File: src/rtl/adc_pat_pkg.sv
package adc_pat_pkg;

    localparam int SMP_W = 16;

    typedef enum logic [2:0] {
        SRC_ADC    = 3'd0,
        SRC_ALT    = 3'd1,
        SRC_RAMP   = 3'd2,
        SRC_SINE   = 3'd3,
        SRC_PRBS   = 3'd4,
        SRC_CHRAMP = 3'd5,
        SRC_SQUARE = 3'd6,
        SRC_RSVD   = 3'd7
    } src_e;

    localparam logic [SMP_W-1:0] ALT_EVEN = 16'h5555;
    localparam logic [SMP_W-1:0] ALT_ODD  = 16'hAAAA;

    // mid-scale and the two sine magnitudes (full and 1/sqrt2)
    localparam logic [SMP_W-1:0] SIN_MID  = 16'h8000;
    localparam logic [SMP_W-1:0] SIN_FULL = 16'h7FFF;
    localparam logic [SMP_W-1:0] SIN_DIAG = 16'h5A82;

    function automatic logic [SMP_W-1:0] sine_point(input logic [2:0] idx);
        logic [SMP_W-1:0] mag;
        case (idx[1:0])
            2'd0:    mag = '0;
            2'd2:    mag = SIN_FULL;
            default: mag = SIN_DIAG;
        endcase
        if (idx[2]) return SIN_MID - mag;
        else        return SIN_MID + mag;
    endfunction

endpackage

File: src/rtl/adc_pat_prbs.sv
module adc_pat_prbs #(
    parameter int LFSR_W = 23,
    parameter int TAP    = 18,
    parameter int STEP   = 16,
    parameter logic [LFSR_W-1:0] SEED = 23'h2A5A5A
) (
    input  logic            clk,
    input  logic            rst,
    input  logic            restart_i,
    output logic [STEP-1:0] word_o
);

    typedef struct packed {
        logic [LFSR_W-1:0] lfsr;
    } prbs_st_t;

    prbs_st_t st_d, st_q;

    function automatic logic [LFSR_W-1:0] advance(input logic [LFSR_W-1:0] s_in);
        logic [LFSR_W-1:0] s;
        logic fb;
        s = s_in;
        for (int i = 0; i < STEP; i++) begin
            fb = s[LFSR_W-1] ^ s[TAP-1];
            s  = {s[LFSR_W-2:0], fb};
        end
        return s;
    endfunction

    always_comb begin
        logic [LFSR_W-1:0] base;
        base    = restart_i ? SEED : st_q.lfsr;
        st_d    = st_q;
        st_d.lfsr = advance(base);
        word_o  = st_d.lfsr[STEP-1:0];
    end

    always_ff @(posedge clk) begin
        if (rst) st_q.lfsr <= SEED;
        else     st_q <= st_d;
    end


    prbs_nonzero_chk: assert property (@(posedge clk) disable iff (rst)
        st_q.lfsr != '0);

endmodule

File: src/rtl/adc_pat_square.sv
module adc_pat_square #(
    parameter int CNT_W = 16,
    parameter int LVL_W = 16
) (
    input  logic             clk,
    input  logic             rst,
    input  logic             restart_i,
    input  logic [CNT_W-1:0] period_i,
    input  logic [CNT_W-1:0] width_i,
    input  logic [LVL_W-1:0] low_i,
    input  logic [LVL_W-1:0] high_i,
    output logic [LVL_W-1:0] word_o
);

    typedef struct packed {
        logic [CNT_W-1:0] pos;
    } sq_st_t;

    sq_st_t st_d, st_q;

    always_comb begin
        logic [CNT_W-1:0] pos;
        logic [CNT_W:0]   inc;
        logic             hi;
        pos  = restart_i ? '0 : st_q.pos;
        hi   = (width_i != '0) && ((width_i >= period_i) || (pos < width_i));
        word_o = hi ? high_i : low_i;
        inc  = {1'b0, pos} + 1'b1;
        st_d = st_q;
        st_d.pos = (inc >= {1'b0, period_i}) ? '0 : inc[CNT_W-1:0];
    end

    always_ff @(posedge clk) begin
        if (rst) st_q.pos <= '0;
        else     st_q <= st_d;
    end


    sq_pos_bound_chk: assert property (@(posedge clk) disable iff (rst)
        (period_i == $past(period_i) && period_i != '0) |-> st_q.pos < period_i);

endmodule

File: src/rtl/adc_pat_gen.sv
module adc_pat_gen
    import adc_pat_pkg::*;
#(
    parameter int CH_W  = 6,
    parameter int SQ_W  = 16
) (
    input  logic             clk,
    input  logic             rst,
    input  logic [2:0]       mode_i,
    input  logic [CH_W-1:0]  chan_i,
    input  logic [SMP_W-1:0] adc_i,
    input  logic [SQ_W-1:0]  sq_period_i,
    input  logic [SQ_W-1:0]  sq_width_i,
    input  logic [SMP_W-1:0] sq_low_i,
    input  logic [SMP_W-1:0] sq_high_i,
    output logic [SMP_W-1:0] sample_o,
    output logic             valid_o
);

    localparam int CNT_LO_W = SMP_W - CH_W;

    typedef struct packed {
        logic [SMP_W-1:0] sample;
        logic             valid;
        logic             first;
        src_e             mode;
        logic [SMP_W-1:0] step;
    } gen_st_t;

    gen_st_t st_d, st_q;

    logic             restart;
    logic [SMP_W-1:0] prbs_word;
    logic [SMP_W-1:0] sq_word;

    assign restart = st_q.first || (mode_i != st_q.mode);

    adc_pat_prbs #(
        .LFSR_W (23),
        .TAP    (18),
        .STEP   (SMP_W),
        .SEED   (23'h2A5A5A)
    ) u_prbs (
        .clk       (clk),
        .rst       (rst),
        .restart_i (restart),
        .word_o    (prbs_word)
    );

    adc_pat_square #(
        .CNT_W (SQ_W),
        .LVL_W (SMP_W)
    ) u_square (
        .clk       (clk),
        .rst       (rst),
        .restart_i (restart),
        .period_i  (sq_period_i),
        .width_i   (sq_width_i),
        .low_i     (sq_low_i),
        .high_i    (sq_high_i),
        .word_o    (sq_word)
    );

    always_comb begin
        logic [SMP_W-1:0] k;
        k    = restart ? '0 : st_q.step;
        st_d = st_q;
        st_d.step  = k + 1'b1;
        st_d.mode  = src_e'(mode_i);
        st_d.first = 1'b0;
        st_d.valid = 1'b1;
        case (src_e'(mode_i))
            SRC_ALT:    st_d.sample = k[0] ? ALT_ODD : ALT_EVEN;
            SRC_RAMP:   st_d.sample = k;
            SRC_SINE:   st_d.sample = sine_point(k[2:0]);
            SRC_PRBS:   st_d.sample = prbs_word;
            SRC_CHRAMP: st_d.sample = {chan_i, k[CNT_LO_W-1:0]};
            SRC_SQUARE: st_d.sample = sq_word;
            default:    st_d.sample = adc_i;
        endcase
    end

    always_ff @(posedge clk) begin
        if (rst) begin
            st_q.sample <= '0;
            st_q.valid  <= 1'b0;
            st_q.first  <= 1'b1;
            st_q.mode   <= SRC_ADC;
            st_q.step   <= '0;
        end else begin
            st_q <= st_d;
        end
    end

    assign sample_o = st_q.sample;
    assign valid_o  = st_q.valid;


    valid_hold_chk: assert property (@(posedge clk) disable iff (rst)
        1'b1 |=> valid_o);


    pass_copy_chk: assert property (@(posedge clk) disable iff (rst)
        (mode_i == SRC_ADC) |=> sample_o == $past(adc_i));


    alt_flip_chk: assert property (@(posedge clk) disable iff (rst)
        (mode_i == SRC_ALT && st_q.mode == SRC_ALT && valid_o)
        |=> sample_o == ~$past(sample_o));


    ramp_inc_chk: assert property (@(posedge clk) disable iff (rst)
        (mode_i == SRC_RAMP && st_q.mode == SRC_RAMP && valid_o)
        |=> sample_o == $past(sample_o) + 1'b1);


    chramp_tag_chk: assert property (@(posedge clk) disable iff (rst)
        (mode_i == SRC_CHRAMP) |=> sample_o[SMP_W-1:CNT_LO_W] == $past(chan_i));


    sq_zero_chk: assert property (@(posedge clk) disable iff (rst)
        (mode_i == SRC_SQUARE && sq_width_i == '0) |=> sample_o == $past(sq_low_i));

endmodule

File: config.mk
export PLATFORM = sky130hd
export DESIGN_NAME = adc_pat_gen
export DESIGN_NICKNAME = d
export VERILOG_FILES = /design/src/rtl/adc_pat_pkg.sv /design/src/rtl/adc_pat_prbs.sv /design/src/rtl/adc_pat_square.sv /design/src/rtl/adc_pat_gen.sv
export SDC_FILE = /design/constraint.sdc
export NUM_CORES = 1
export LEC_CHECK = 0
export ABC_CLOCK_PERIOD_IN_PS = 4900
export BUFFER_PORTS_ARGS = -buffer_cell sky130_fd_sc_hd__buf_2
export CAP_MARGIN = 20
export CORE_MARGIN = 3
export CORE_UTILIZATION = 33
export CTS_BUF_LIST = sky130_fd_sc_hd__clkbuf_4 sky130_fd_sc_hd__clkbuf_8
export DETAILED_ROUTE_END_ITERATION = 6
export RECOVER_POWER = 25
export SYNTH_ARGS = -nofsm -noshare
export SYNTH_HDL_FRONTEND = slang
export SYNTH_SLANG_ARGS = --single-unit
File: constraint.sdc
create_clock -name clk -period 4.9 [get_ports clk]
set_input_delay 0.49 -clock clk [delete_from_list [all_inputs] [get_ports clk]]
set_output_delay 0.49 -clock clk [all_outputs]
set_load 0.03 [all_outputs]
==> results.toml <==
[floorplanning]
ios = 108
fp.dieH_um = 128
fp.dieW_um = 128
fp-row-count = 43
die-area_sq_um = 16300
fp.coreArea_sq_um = 14200
start_util_pct = 34.5

[critical_path]
cp_cell_sequence = "xor2_1, a211o_1, nor3_2, and2_1, ha_1, nand3_1, or4_1, xor2_1, nor2_1, ha_1, a21o_1, a211oi_1, o211ai_1, buf_4, nor4_1"
r2r_start = "st_q[18]"
critical-path-top-delay-family = "simple AND/OR/NAND/NOR gates"
crit_required_ns = 5.15
crit_path_end_kind = "flip-flop"
regToRegSetupSlack_ns = 0.76
crit_path_top_delay_cell = "or4_1"
max_stage_delay_ns = 0.61
startpoint_type = "flip-flop"
worstSetupPathType = "flip-flop to flip-flop"
cp_max_fo = 16
crit_buf_inv = 1
rr_worst_depth = 15
cp.arrival_ns = 4.39
r2r-end = "u_square.st_q[13]"

[global_route]
grt_first_pass_wirelength_um = 22200
grtUsageTotal_pct = 16.7
grt_pass1_vias = 4534
antenna_found_initial = 0
grt_max_degree = 38
grt_overflow = 0

[sta]
fin_hold_ws_ns = 0.410
min_period_over_period_pct = 84.4
tightest_slew_ns = 0.905
hold_viol = 0
slew_viol_final = 0
skew_ns = 0.0100
finalSetupViolCount = 0
rsz0062_at_grt = "no"
period_minus_slack_ns = 4.14
setup_tns_ns = 0
clock.fmax_ghz = 0.242
relSlewSlack_pct = 39.6

[flow_run]
maxCapViolations = 0

[detailed_routing]
post_drt_wl_per_cell_um = 16.0
vias = 4525
ant_nets = 0
drt_pass1_iterations = 5
routed_via_density = 5.26
drcViolationCount = 0
drt_wl_total_um = 13800
drt_iter0_markers = 248

[finish]
nNetsFinal = 817
drive_gt1_share_pct = 17.8
synthToLayoutAreaGrowth_pct = 14.9
stdcell_count = 860
antenna_cells = 0
fin_area_sq_um = 5630

[place]
place_inst = 844
gp_congestion = 0.925
dpl_cell_area_sq_um = 5480
portBuffers = 107
dp_hpwl_um = 11000

[cts]
cts_num_sinks = 76
root_buffer = "clkbuf_8"
ctsLongestPathBuffers = 2
clk_latency_ns = 0.35
cts_resized = 0
cts_hold_buf = 0
h-tree-depth = 3
numCtsBuffers = 9
cts_tree = "built"
cts_setup_buffers = 0
path_clk_slew_ns = 0.08

[logic_synthesis]
synth_nets = 733
syn_area_sq_um = 4900
ys_types = 56
synth.top_cells.by_count = "76 x dfxtp_1, 61 x nor2_1, 51 x ha_1, 41 x inv_1, 41 x nand2_1"
synth_top_area_share_pct = 31.1
synthCells = 591
synth_edf_count = 0
synthFlopType = "dfxtp_1"
yosysTopAreaCell = "dfxtp_1"
syn_area_per_cell_sq_um = 8.29
synthArstFlopShare_pct = 0
seq_area_frac_synth_pct = 31.1
synth-seq-cells = 76
yosysWarnings = 0
synth_area_leaders = "dfxtp_1 31%, ha_1 13%, nor2_1 4.7%"
synth.most_common_cell = "dfxtp_1"

[min_path]
hold_depth = 3
hold_end = "sample_o[6]"
worstHoldStart = "sq_high_i[6]"
hp-class = "input pin to flip-flop"

[power]
p_leak_nw = 2.40
power_density_nw_per_um2 = 228
finalPower_mw = 1.29
worst_ir_drop_vdd_v = 0.000108

[status]
status = "finished clean"
-- routing by layer --
layer	vias up	share of wire [%]	track usage (%)
met4	0	1.4	3.93
met2	147	48	28.1
li1	2247	-	-
met3	19	6.0	3.42
met1	2112	45	21.9
met5	-	0	0
-- power by group --
part	switching, mW	internal [mW]
Clock	0.235	0.188
Sequential	0.0100	0.637
Combinational	0.133	0.0825
Total	0.378	0.908
-- logic make-up (layout without fill, tap and decap cells) --
| group | after synthesis | in the layout | share of synthesized area (%) |
|---|---|---|---|
| fa+ha+maj | 51 | 51 | 13.0 |
| xor+xnor | 46 | 46 | 8.22 |
| simple gates | 205 | 205 | 20.5 |
| compound gates | 116 | 116 | 15.9 |
| flops | 76 | 76 | 31.1 |
| buf+inv | 79 | 168 | 7.51 |
| mux | 18 | 18 | 3.73 |
-- final cells by class --
class                           count  area (sq um)
Clock buffer                       10           131
Clock inverter                      6          41.3
Fill cell                        1474          8570
Inverter                           41           154
Multi-Input combinational cell    436          3010
Sequential cell                    76          1520
Tap cell                          180           225
Timing Repair Buffer              111           543
-- metrics by stage --
stage,utilization (%),setup WS (ns)
2_1_floorplan,-,0.324
3_3_place_gp,38.6,0.608
3_5_place_dp,38.6,0.444
4_1_cts,39.8,0.777
5_1_grt,39.6,0.395
6_report,39.6,0.763
-- worst register-to-register path, cell delays in order, from the launching register on --
cell      delay, ns
dfxtp_1        0.32
xor2_1         0.15
a211o_1        0.32
nor3_2         0.36
and2_1         0.24
ha_1           0.26
nand3_1        0.19
or4_1          0.61
xor2_1         0.21
nor2_1         0.08
ha_1           0.33
a21o_1         0.16
a211oi_1       0.23
o211ai_1       0.13
buf_4          0.21
nor4_1         0.24
-- registers in the layout (all words and copies together) (netlist names) --
signal and cells:
valid_o 1, u_prbs.st_q 23, u_square.st_q 16, st_q 20
sample_o 16
-- how the worst max path moves through the flow --
stage / startpoint / to / slack (ns) / cells after the start
4_1_cts: st_q[18] / u_square.st_q[13] / 0.78 / 15
5_1_grt: st_q[18] / u_square.st_q[15] / 0.40 / 15
2_1_floorplan: mode_i[2] / u_square.st_q[5] / 0.32 / 18
6_report: st_q[18] / u_square.st_q[13] / 0.76 / 15
3_3_place_gp: mode_i[2] / u_square.st_q[15] / 0.61 / 16
3_5_place_dp: mode_i[2] / u_square.st_q[15] / 0.44 / 16
-- placed cells by master (no fill, tap or decap), types with 3 or more instances in the layout --
master | Yosys | routed
clkinvlp_4 | 0 | 3
o21ai_1 | 4 | 4
ha_1 | 51 | 51
nor2b_1 | 7 | 7
or4_1 | 3 | 3
inv_1 | 41 | 41
a22oi_1 | 9 | 9
or2_2 | 3 | 3
buf_2 | 0 | 89
nor2_1 | 61 | 61
nor3_1 | 14 | 13
or3_1 | 3 | 3
o221ai_1 | 9 | 9
clkbuf_8 | 0 | 9
o22ai_1 | 8 | 8
dfxtp_1 | 76 | 76
nand4_1 | 12 | 12
o21ai_0 | 32 | 32
nand2_1 | 41 | 41
xnor2_1 | 20 | 20
and2_1 | 14 | 14
a31o_2 | 3 | 3
a211oi_1 | 4 | 4
buf_4 | 16 | 4
o21a_1 | 4 | 4
clkbuf_1 | 20 | 18
and3_1 | 10 | 10
a21oi_1 | 16 | 16
nand2b_1 | 3 | 3
nand3_1 | 15 | 15
mux2i_1 | 16 | 16
a21o_1 | 3 | 3
xor2_1 | 26 | 26
nor4_1 | 12 | 12
Power figures use the tool's default switching activity.
